--- src/rtl/sbc_pkg.sv ---
package sbc_pkg;
    localparam int XLEN   = 32;
    localparam int NREG   = 32;
    localparam int REG_AW = 5;
    localparam int IMM_W  = 16;
    localparam int OP_W   = 6;

    localparam logic [OP_W-1:0] OP_RTYPE = 6'd0;
    localparam logic [OP_W-1:0] OP_MAND  = 6'd1;
    localparam logic [OP_W-1:0] OP_BR    = 6'd4;
    localparam logic [OP_W-1:0] OP_LW    = 6'd35;
    localparam logic [OP_W-1:0] OP_SW    = 6'd43;
    localparam logic [5:0]      FN_ADD   = 6'd32;
    localparam logic [5:0]      FN_AND   = 6'd36;

    // bus source slots (one-hot select index)
    localparam int B_PC   = 0;
    localparam int B_C4   = 1;
    localparam int B_MDR  = 2;
    localparam int B_Z    = 3;
    localparam int B_REG  = 4;
    localparam int B_IMM  = 5;
    localparam int B_OFF  = 6;
    localparam int BUS_N  = 7;

    typedef enum logic [1:0] {SEL_RS, SEL_RT, SEL_RD} regsel_e;

    typedef enum logic [4:0] {
        ST_F1, ST_F2, ST_F3, ST_F4,
        ST_A1, ST_A2, ST_A3,
        ST_L1, ST_L2, ST_L3, ST_L4, ST_L5,
        ST_S1, ST_S2, ST_S3, ST_S4,
        ST_M1, ST_M2, ST_M3, ST_M4, ST_M5, ST_M6,
        ST_B1, ST_B2, ST_B3,
        ST_HALT
    } step_e;

    typedef struct packed {
        logic [BUS_N-1:0] bus_oh;
        logic             y_in;
        logic             z_in;
        logic             alu_and;
        logic             pc_in;
        logic             mar_in;
        logic             mdr_in;
        logic             ir_in;
        logic             reg_in;
        regsel_e          reg_sel;
        logic             rd_req;
        logic             wr_req;
    } ctl_t;
endpackage

--- src/rtl/sbc_regfile.sv ---
module sbc_regfile #(
    parameter int W  = 32,
    parameter int N  = 32,
    parameter int AW = 5
) (
    input  logic          clk,
    input  logic          rst_n,
    input  logic          we,
    input  logic [AW-1:0] addr,
    input  logic [W-1:0]  wdata,
    output logic [W-1:0]  rdata
);
    logic [N-1:0][W-1:0] regs_d, regs_q;

    always_comb begin
        regs_d = regs_q;
        if (we) regs_d[addr] = wdata;
    end

    always_ff @(posedge clk) begin
        if (!rst_n) regs_q <= '0;
        else        regs_q <= regs_d;
    end

    assign rdata = regs_q[addr];
endmodule

--- src/rtl/sbc_alu.sv ---
module sbc_alu #(
    parameter int W = 32
) (
    input  logic [W-1:0] a,
    input  logic [W-1:0] b,
    input  logic         op_and,
    output logic [W-1:0] y
);
    always_comb begin
        if (op_and) y = a & b;
        else        y = a + b;
    end
endmodule

--- src/rtl/sbc_ctrl.sv ---
module sbc_ctrl
    import sbc_pkg::*;
(
    input  logic             clk,
    input  logic             rst_n,
    input  logic [31:0]      ir,
    input  logic             mfc_ok,
    output ctl_t             ctl,
    output logic             halted
);
    step_e step_d, step_q;

    logic [OP_W-1:0] op;
    logic [4:0]      f_rs, f_rt, f_sh;
    logic [5:0]      f_fn;
    assign op   = ir[31:26];
    assign f_rs = ir[25:21];
    assign f_rt = ir[20:16];
    assign f_sh = ir[10:6];
    assign f_fn = ir[5:0];

    function automatic step_e dispatch(input logic [OP_W-1:0] o, input logic [4:0] s,
                                       input logic [4:0] t, input logic [4:0] sh,
                                       input logic [5:0] fn);
        step_e nxt;
        nxt = ST_HALT;
        case (o)
            OP_RTYPE: if (sh == 5'd0 && (fn == FN_ADD || fn == FN_AND)) nxt = ST_A1;
            OP_LW:    nxt = ST_L1;
            OP_SW:    nxt = ST_S1;
            OP_MAND:  nxt = ST_M1;
            OP_BR:    if (s == 5'd0 && t == 5'd0) nxt = ST_B1;
            default:  nxt = ST_HALT;
        endcase
        return nxt;
    endfunction

    always_comb begin
        ctl         = '0;
        ctl.reg_sel = SEL_RS;
        step_d      = step_q;
        case (step_q)
            // fetch
            ST_F1: begin ctl.bus_oh[B_PC] = 1'b1; ctl.mar_in = 1'b1; ctl.rd_req = 1'b1;
                         ctl.y_in = 1'b1; step_d = ST_F2; end
            ST_F2: begin ctl.bus_oh[B_C4] = 1'b1; ctl.z_in = 1'b1;
                         if (mfc_ok) step_d = ST_F3; end
            ST_F3: begin ctl.bus_oh[B_MDR] = 1'b1; ctl.ir_in = 1'b1; step_d = ST_F4; end
            ST_F4: begin ctl.bus_oh[B_Z] = 1'b1; ctl.pc_in = 1'b1;
                         step_d = dispatch(op, f_rs, f_rt, f_sh, f_fn); end
            // register add / and
            ST_A1: begin ctl.bus_oh[B_REG] = 1'b1; ctl.reg_sel = SEL_RS; ctl.y_in = 1'b1;
                         step_d = ST_A2; end
            ST_A2: begin ctl.bus_oh[B_REG] = 1'b1; ctl.reg_sel = SEL_RT; ctl.z_in = 1'b1;
                         ctl.alu_and = (f_fn == FN_AND); step_d = ST_A3; end
            ST_A3: begin ctl.bus_oh[B_Z] = 1'b1; ctl.reg_sel = SEL_RD; ctl.reg_in = 1'b1;
                         step_d = ST_F1; end
            // load
            ST_L1: begin ctl.bus_oh[B_REG] = 1'b1; ctl.reg_sel = SEL_RT; ctl.y_in = 1'b1;
                         step_d = ST_L2; end
            ST_L2: begin ctl.bus_oh[B_IMM] = 1'b1; ctl.z_in = 1'b1; step_d = ST_L3; end
            ST_L3: begin ctl.bus_oh[B_Z] = 1'b1; ctl.mar_in = 1'b1; ctl.rd_req = 1'b1;
                         step_d = ST_L4; end
            ST_L4: begin if (mfc_ok) step_d = ST_L5; end
            ST_L5: begin ctl.bus_oh[B_MDR] = 1'b1; ctl.reg_sel = SEL_RS; ctl.reg_in = 1'b1;
                         step_d = ST_F1; end
            // store
            ST_S1: begin ctl.bus_oh[B_REG] = 1'b1; ctl.reg_sel = SEL_RS; ctl.mdr_in = 1'b1;
                         step_d = ST_S2; end
            ST_S2: begin ctl.bus_oh[B_REG] = 1'b1; ctl.reg_sel = SEL_RT; ctl.y_in = 1'b1;
                         step_d = ST_S3; end
            ST_S3: begin ctl.bus_oh[B_IMM] = 1'b1; ctl.z_in = 1'b1; step_d = ST_S4; end
            ST_S4: begin ctl.bus_oh[B_Z] = 1'b1; ctl.mar_in = 1'b1; ctl.wr_req = 1'b1;
                         step_d = ST_F1; end
            // read-modify-write AND
            ST_M1: begin ctl.bus_oh[B_REG] = 1'b1; ctl.reg_sel = SEL_RT; ctl.y_in = 1'b1;
                         step_d = ST_M2; end
            ST_M2: begin ctl.bus_oh[B_IMM] = 1'b1; ctl.z_in = 1'b1; step_d = ST_M3; end
            ST_M3: begin ctl.bus_oh[B_Z] = 1'b1; ctl.mar_in = 1'b1; ctl.rd_req = 1'b1;
                         step_d = ST_M4; end
            ST_M4: begin ctl.bus_oh[B_REG] = 1'b1; ctl.reg_sel = SEL_RS; ctl.y_in = 1'b1;
                         if (mfc_ok) step_d = ST_M5; end
            ST_M5: begin ctl.bus_oh[B_MDR] = 1'b1; ctl.alu_and = 1'b1; ctl.z_in = 1'b1;
                         step_d = ST_M6; end
            ST_M6: begin ctl.bus_oh[B_Z] = 1'b1; ctl.mdr_in = 1'b1; ctl.wr_req = 1'b1;
                         step_d = ST_F1; end
            // branch
            ST_B1: begin ctl.bus_oh[B_OFF] = 1'b1; ctl.y_in = 1'b1; step_d = ST_B2; end
            ST_B2: begin ctl.bus_oh[B_PC] = 1'b1; ctl.z_in = 1'b1; step_d = ST_B3; end
            ST_B3: begin ctl.bus_oh[B_Z] = 1'b1; ctl.pc_in = 1'b1; step_d = ST_F1; end
            ST_HALT: step_d = ST_HALT;
            default: step_d = ST_HALT;
        endcase
    end

    always_ff @(posedge clk) begin
        if (!rst_n) step_q <= ST_F1;
        else        step_q <= step_d;
    end

    assign halted = (step_q == ST_HALT);
endmodule

--- src/rtl/sbc_core.sv ---
module sbc_core
    import sbc_pkg::*;
#(
    parameter int W = XLEN
) (
    input  logic         clk,
    input  logic         rst_n,
    output logic [W-1:0] mem_addr,
    output logic [W-1:0] mem_wdata,
    output logic         mem_rd,
    output logic         mem_wr,
    input  logic [W-1:0] mem_rdata,
    input  logic         mem_mfc,
    output logic         halted
);
    localparam int SEXT_W = W - IMM_W;

    typedef struct packed {
        logic [W-1:0] pc;
        logic [W-1:0] mar;
        logic [W-1:0] mdr;
        logic [W-1:0] ir;
        logic [W-1:0] y;
        logic [W-1:0] z;
        logic         rd;
        logic         wr;
        logic         pend;
    } dp_t;

    dp_t  dp_d, dp_q;
    ctl_t ctl;

    logic                      mfc_ok;
    logic [W-1:0]              bus;
    logic [W-1:0]              alu_y;
    logic [W-1:0]              reg_rdata;
    logic [REG_AW-1:0]         reg_addr;
    logic [W-1:0]              imm_sext;
    logic [W-1:0]              off_sext;
    logic [BUS_N-1:0][W-1:0]   src;

    assign mfc_ok   = mem_mfc && dp_q.pend;
    assign imm_sext = {{SEXT_W{dp_q.ir[IMM_W-1]}}, dp_q.ir[IMM_W-1:0]};
    assign off_sext = imm_sext << 2;

    always_comb begin
        case (ctl.reg_sel)
            SEL_RT:  reg_addr = dp_q.ir[20:16];
            SEL_RD:  reg_addr = dp_q.ir[15:11];
            default: reg_addr = dp_q.ir[25:21];
        endcase
    end

    assign src[B_PC]  = dp_q.pc;
    assign src[B_C4]  = W'(4);
    assign src[B_MDR] = dp_q.mdr;
    assign src[B_Z]   = dp_q.z;
    assign src[B_REG] = reg_rdata;
    assign src[B_IMM] = imm_sext;
    assign src[B_OFF] = off_sext;

    // AND-OR bus mux over the one-hot source select
    always_comb begin
        bus = '0;
        for (int i = 0; i < BUS_N; i++) begin
            if (ctl.bus_oh[i]) bus = bus | src[i];
        end
    end

    sbc_ctrl u_ctrl (
        .clk    (clk),
        .rst_n  (rst_n),
        .ir     (dp_q.ir[31:0]),
        .mfc_ok (mfc_ok),
        .ctl    (ctl),
        .halted (halted)
    );

    sbc_regfile #(.W(W), .N(NREG), .AW(REG_AW)) u_rf (
        .clk   (clk),
        .rst_n (rst_n),
        .we    (ctl.reg_in),
        .addr  (reg_addr),
        .wdata (bus),
        .rdata (reg_rdata)
    );

    sbc_alu #(.W(W)) u_alu (
        .a      (dp_q.y),
        .b      (bus),
        .op_and (ctl.alu_and),
        .y      (alu_y)
    );

    always_comb begin
        dp_d = dp_q;
        if (ctl.pc_in)  dp_d.pc  = bus;
        if (ctl.mar_in) dp_d.mar = bus;
        if (ctl.ir_in)  dp_d.ir  = bus;
        if (ctl.y_in)   dp_d.y   = bus;
        if (ctl.z_in)   dp_d.z   = alu_y;
        if (ctl.mdr_in) dp_d.mdr = bus;
        else if (mfc_ok) dp_d.mdr = mem_rdata;
        dp_d.rd = ctl.rd_req;
        dp_d.wr = ctl.wr_req;
        if (ctl.rd_req)  dp_d.pend = 1'b1;
        else if (mfc_ok) dp_d.pend = 1'b0;
    end

    always_ff @(posedge clk) begin
        if (!rst_n) dp_q <= '0;
        else        dp_q <= dp_d;
    end

    assign mem_addr  = dp_q.mar;
    assign mem_wdata = dp_q.mdr;
    assign mem_rd    = dp_q.rd;
    assign mem_wr    = dp_q.wr;
endmodule

--- config.mk ---
export PLATFORM = sky130hd
export DESIGN_NAME = sbc_core
export DESIGN_NICKNAME = d
export VERILOG_FILES = /design/src/rtl/sbc_pkg.sv /design/src/rtl/sbc_regfile.sv /design/src/rtl/sbc_alu.sv /design/src/rtl/sbc_ctrl.sv /design/src/rtl/sbc_core.sv
export SDC_FILE = /design/constraint.sdc
export NUM_CORES = 2
export LEC_CHECK = 0
export ABC_AREA = 1
export BUFFER_PORTS_ARGS = -buffer_cell sky130_fd_sc_hd__buf_2
export CAP_MARGIN = 0
export CORE_MARGIN = 2
export CORE_UTILIZATION = 32
export DETAILED_ROUTE_END_ITERATION = 12
export HOLD_SLACK_MARGIN = 0.08
export SLEW_MARGIN = 10
export SYNTH_ARGS = -nofsm -noshare
export SYNTH_HDL_FRONTEND = slang
export SYNTH_SLANG_ARGS = --single-unit
export TNS_END_PERCENT = 1
--- constraint.sdc ---
create_clock -name clk -period 13.32 [get_ports clk]
set_input_delay 1.998 -clock clk [delete_from_list [all_inputs] [get_ports clk]]
set_output_delay 1.998 -clock clk [all_outputs]
set_load 0.005 [all_outputs]
# --- Word level (Yosys, flattened, before mapping) ---
# Index checks and enable logic that the tools add are counted.
# Widths: inputs -> output; s select.
word_totals:
  ff_bits: 1224
  in_bits: 35
  output_inout_bits: 67
  word_cells: 158
op_classes:
  add_sub_neg: 1
  n_lt_le_gt_ge: 2
  n_bitwise: 6
  n_eq_ne: 36
  mux: 43
  reduce_logical: 28
ops:
  columns: ["cell", "n"]
  rows:
  - ["$bwmux 1024", 1]
  - ["$mux 32", 11]
  - ["$bmux 32 s5", 1]
  - ["$demux 32 s5", 1]
  - ["$or 32x32->32", 5]
  - ["$pmux 5 s21", 1]
  - ["$eq 5x5->1 const B", 10]
  - ["$eq 5x4->1 const B", 8]
  - ["$add 32x32->32", 1]
  - ["$and 32x32->32", 1]
  - ["$reduce_or 7->1", 4]
  - ["$pmux 5 s5", 1]
  - ["$eq 6x6->1 const B", 4]
  - ["$eq 5x3->1 const B", 4]
  - ["$logic_not 5->1", 4]
  - ["$mux 5", 4]
  - ["$mux 1", 18]
  - ["$eq 5x2->1 const B", 2]
  - ["$pmux 5 s2", 1]
  - ["$reduce_or 2->1", 5]
  - ["$reduce_or 3->1", 3]
  - ["$reduce_or 4->1", 2]
  - ["$eq 6x1->1 const B", 1]
  - ["$eq 6x3->1 const B", 1]
  - ["16 further kinds", 22]

# --- Longest topological paths before layout ---
depth:
  ltp_word: 17
  mapped_depth: 40
  ltp_nobuf: 36

# --- Hierarchy ---
# From an unflattened synthesis, not the netlist that was laid out.
unflattened:
  hier_cells: 9851
  hier_area_um2: 59853.7
by_module_without_submodules:
  columns: ["mod", "instances", "area_per_inst_um2", "seq_area_each_um2", "cells_each"]
  rows:
  - ["sbc_regfile", 1, 46598.4, 20499.7, 7569]
  - ["sbc_core", 1, 9613.0, 3903.7, 1506]
  - ["sbc_alu", 1, 2738.9, 0.0, 586]
  - ["sbc_ctrl", 1, 903.4, 100.1, 190]

# --- Worst setup path before layout ---
# OpenSTA, ideal clock, no wires.
synth_timing:
  path_type: "reg2reg"
  start: "reg u_ctrl.step_q[0]"
  end: "reg dp_q[21] (netlist name)"
  arrival_ps: 4427
  slack_ps: 8773
  setup_ps: 119
  stages_incl_launch_ff: 37
  cell_sequence: "dfxtp_1 -> inv_2 -> nor2_1 -> nand2_1 -> nor2_1 -> nor2_1 -> nand2_1 -> ha_1 -> inv_2 -> nand3_1 -> buf_2 -> buf_2 -> clkbuf_1 -> nand3_1 -> nand2_1 -> nand2_1 -> nand2_1 -> nand2_1 -> nand2_1 -> nor2_1 -> nand2_1 -> nand2_1 -> clkbuf_1 -> nand2_1 -> ha_1 -> fa_1 -> nand2_1 -> nand2_1 -> nand3b_1 -> nand2_1 -> nand2_1 -> nand2_1 -> nand2_1 -> a21oi_1 -> or2_2 -> nand3_1 -> a21oi_1"
synth_via:
  elab_chain_len: 17
  elab_cells_between_ends: 61
  cone_classes: "1 x add/sub; 25 x eq/ne; 21 x mux; 6 x bitwise; 8 x reduce/logical"
synth_rtl:
  columns: ["element", "line", "rtl"]
  rows:
  - ["start, declared", "sbc_ctrl.sv:11", "step_e step_d, step_q;"]
  - ["start signal, assigned", "sbc_ctrl.sv:98", "else step_q <= step_d;"]
  - ["parallel branches: the longest is 14 deep, another holds $bmux 32 s5", null, null]
  - ["$mux 32 *", "sbc_core.sv:66", "if (ctl.bus_oh[i]) bus = bus | src[i];"]
  - ["named net bus[0]", "sbc_core.sv:34", "logic [W-1:0] bus;"]
  - ["$add 32x32->32 *", "sbc_alu.sv:11", "else y = a + b;"]
  - ["$mux 32 *", "sbc_alu.sv:10", "if (op_and) y = a & b;"]
  - ["end signal, assigned", "sbc_core.sv:112", "else dp_q <= dp_d;"]
  - ["end, declared", "sbc_core.sv:30", "dp_t dp_d, dp_q;"]
# Mark *: on every way through the listed nets, which the timed path passes. The select of a mux whose other input is x is not followed.
# A chain may end at the register's enable or synchronous reset.

# --- Final worst setup path ---
layout_timing:
  start: "reg u_ctrl.step_q[0]"
  end: "reg dp_q[29] (netlist name)"
layout_via:
  elab_cells_between_ends: 61
  cone_classes: "1 x add/sub; 25 x eq/ne; 21 x mux; 6 x bitwise; 8 x reduce/logical"
layout_lines:
  columns: ["element", "line"]
  rows:
  - ["parallel branches: the longest is 13 deep, another holds $bmux 32 s5", null]
  - ["$mux 32 *", "sbc_core.sv:66"]
  - ["named net bus[24]", "sbc_core.sv:34"]
  - ["$add 32x32->32 *", "sbc_alu.sv:11"]
  - ["$mux 32 *", "sbc_alu.sv:10"]
# Marked as above.

==> results by group <==
Global routing
  • Congestion Overflow GR: 0
  • Vias in the first global route: 62,800
  • Gr usage total: 0.218
  • Largest net degree at the start of global routing: 211
  • M3 GR Usage: 0.0299
  • Global routing met1 resource utilization: 0.300
  • GR peak layer: met2
  • Initial antenna violation count: 4
  • Met2 Resource Use GR: 0.351
  • First-pass GRT wire length: 382,000 um

CTS
  • Clk_lat worst skew: 820 ps
  • Cts bufs inserted: 137
  • Clk slew on worst S/H paths: 70 ps
  • Post-CTS Setup Bufs: 0
  • CTS Hold Bufs: 0
  • CTS H-tree lvls: 4
  • PostCTS Resize Cnt: 0
  • CTS Sinks: 1,224
  • CTS tree: yes
  • CTS Root Cell: clkbuf_16
  • CTS max path bufs: 3

Synthesis
  • Async SR Flop Fraction: 0
  • Syn Inst Count: 12,000
  • Most used DFF post-synth: dfxtp_1
  • Seq/Total Area, Yosys: 0.353
  • Number of synthesized flops with an enable pin: 0
  • Yosys reg bits: 1,224
  • Syn_nets: 12,100
  • Yosys cell types: 47
  • Post-Synthesis Cell Area: 69,400 um^2
  • Yosys warns: 0
  • Avg Cell Area, Syn: 5.78 um^2

Worst setup path
  • Data required, critical path: 13,970 ps
  • CP Data Arrival Time: 8170 ps
  • Setup CP Type: flop to flop
  • Worst path slowest cell: buf_4
  • Cell repeated most along the worst path: nand2_1
  • Critical Path Fanout Max: 125
  • Worst Setup Start Kind: flop
  • CP max stage delay: 900 ps
  • Critical Path End Type: flop

Job
  • Max-Cap Viols: 0

Power and ir drop
  • Leak: 41.3 nW
  • Combinational fraction of design power: 0.287
  • PwrDens: 146 nW/um^2
  • Switch Pwr: 0.00433 W
  • Power Internal: 0.00665 W
  • VDD IR-drop max: 0.214 mV
  • Clock power share: 0.353
  • Sequential power share: 0.360
  • Net Sw Frac: 0.395
  • Final Power: 0.0110 W

Timing
  • Final setup vio count: 0
  • Worst-margin pin slew: 1290 ps
  • Fmax: 133 MHz
  • RSZ-0062 raised after global routing: false
  • Period Utilization, post-route: 0.565
  • Max Slew Vio Count: 0
  • Sum Neg Setup Slack: 0 ps
  • Final min period: 7520 ps
  • Relative slew slack: 0.139
  • Setup slack after layout: 5800 ps
  • Clock Skews: 33.4 ps
  • Fin. Hold Viols: 0

Cells and area
  • Final core occ: 0.350
  • Final nets: 11,500
  • Area grow syn2layout: 8.59%
  • Ratio of cells with drive above 1 in the final layout: 0.0510
  • Final instance area: 75,300 um^2

Outcome
  • Status: completed

Placement
  • PortBufs: 101
  • RD Place Congestion: 0.949
  • Placed cell area: 70,800 um^2
  • Worst Setup Slack post-DPL: 5880 ps
  • Post-DP HPWL: 137,000 um

Drt
  • Initial DRC Count: 7,797
  • Vias per Instance: 4.87
  • First-pass detailed-route iteration total: 6
  • Vias: 70,100
  • Post-route ant nets: 0
  • Routed wire length: 249,000 um
  • Remaining DRCs: 0
  • Routed len/inst: 17.3 um

Die
  • IO Pins: 102
  • Die X: 470 um
  • Die height: 470 um
  • Cell Rows: 170
  • Full die area: 221,000 um^2
  • Starting density of the core: 0.323
  • Core area: 215,000 um^2

Min path
  • HP Class: flop to flop
[per-stage QoR]
step	hold WS [ps]	instances
after floorplan	444	12000
after global placement	460	14200
after detailed placement	464	14200
after CTS	478	14400
after global routing	502	14400
final	477	14400
[metal layers]
metal | wire length (um) | part of all wire
met5 | 0 | 0
met4 | 7520 | 0.030
met3 | 19000 | 0.076
met2 | 110000 | 0.44
met1 | 112000 | 0.45
[cell usage in the layout, fill, tap and decap left out, drive strengths merged]
cell,n
nand3b,2
fa,1
o2111ai,1
clkinv,19
nand2,3815
a31oi,17
nor3,15
or3,1
diode,1
xnor2,1
bufinv,2
ha,34
o21ai,186
nand3,1795
nand4,14
o21bai,1
nor4,5
a21o,1
o211ai,2
a22o,1
inv,1453
a22oi,9
buf,265
or2,9
clkbuf,212
o21a,2
mux2i,9
a311oi,1
and2,2
xor2,9
nor3b,18
o221ai,1
dfxtp,1224
a211oi,4
nor2,2332
a21oi,93
[power by group through the flow]
stage / Clock [W] / Sequential [W] / Combinational, W
final: 0.00388 / 0.00395 / 0.00315
after global routing: 0.00409 / 0.00397 / 0.00335
after CTS: 0.00394 / 0.00395 / 0.00308
after detailed placement: 0 / 0.00403 / 0.00307
after global placement: 0 / 0.00403 / 0.00308
after floorplan: 0 / 0.00398 / 0.00201
[synth_stat cells, types with 2 or more instances]
cell	instances	share of area
a211oi_1	4	0.00043
a21oi_1	93	0.0067
a22oi_1	9	0.00097
a31oi_1	17	0.0015
buf_1	58	0.0031
buf_2	383	0.028
buf_4	76	0.0082
clkbuf_1	442	0.024
clkinv_1	2	0.00011
dfxtp_1	1224	0.35
ha_1	34	0.0061
inv_1	1429	0.077
inv_2	14	0.00076
mux2i_1	9	0.0013
nand2_1	3814	0.21
nand3_1	1791	0.13
nand3_4	3	0.00076
nand3b_1	2	0.00022
nand4_1	14	0.0013
nor2_1	2300	0.12
nor2_2	6	0.00054
nor2_4	26	0.0042
nor3_1	12	0.00087
nor3_2	3	0.00043
nor3b_1	18	0.0019
nor4_1	5	0.00045
o211ai_1	2	0.00022
o21a_1	2	0.00022
o21ai_0	181	0.013
o21ai_1	2	0.00014
o21ai_2	3	0.00038
or2_2	9	0.00081
xor2_1	9	0.0011
[registers in the layout, summed over array words and instances, names as in the netlist]
| signal | cells |
|---|---|
| u_rf.regs_q | 1024 |
| dp_q | 129 |
| mem_addr | 32 |
| mem_wdata | 32 |
| u_ctrl.step_q | 5 |
| mem_rd | 1 |
| mem_wr | 1 |
[logic make-up after synthesis]
group,synth area share
compound gates,0.0244
xor+xnor,0.00126
fa+ha+maj,0.00642
buf+inv,0.141
flops,0.353
mux,0.00130
simple gates,0.472
[final timing paths]
| kind | startpoint | cells after the start | slack (ps) | endpoint |
|---|---|---|---|---|
| max | u_ctrl.step_q[0] | 32 | 5800 | dp_q[29] |
| min | dp_q[23] | 2 | 480 | dp_q[23] |
| max reg2reg | u_ctrl.step_q[0] | 32 | 5800 | dp_q[29] |
| min reg2reg | dp_q[23] | 2 | 480 | dp_q[23] |
[worst max-delay path: cells and delay by family (launching register included)]
family,cells,cell delay [ps]
AND/OR/NAND/NOR,25,4360
buffers and inverters,4,1770
adder cells (fa/ha/maj),2,590
AO/OA/AOI/OAI,1,60
flip-flops,1,400
[cell type report]
| cell class | instances | area, um^2 |
|---|---|---|
| Antenna cell | 1 | 2.50 |
| Tap cell | 2838 | 3550 |
| Clock buffer | 212 | 4160 |
| Sequential cell | 1224 | 24500 |
| Clock inverter | 29 | 323 |
| Fill cell | 23800 | 140000 |
| Inverter | 1445 | 5440 |
| Multi-Input combinational cell | 8381 | 35500 |
| Timing Repair Buffer | 265 | 1850 |
(Power assumes the default switching activity.)
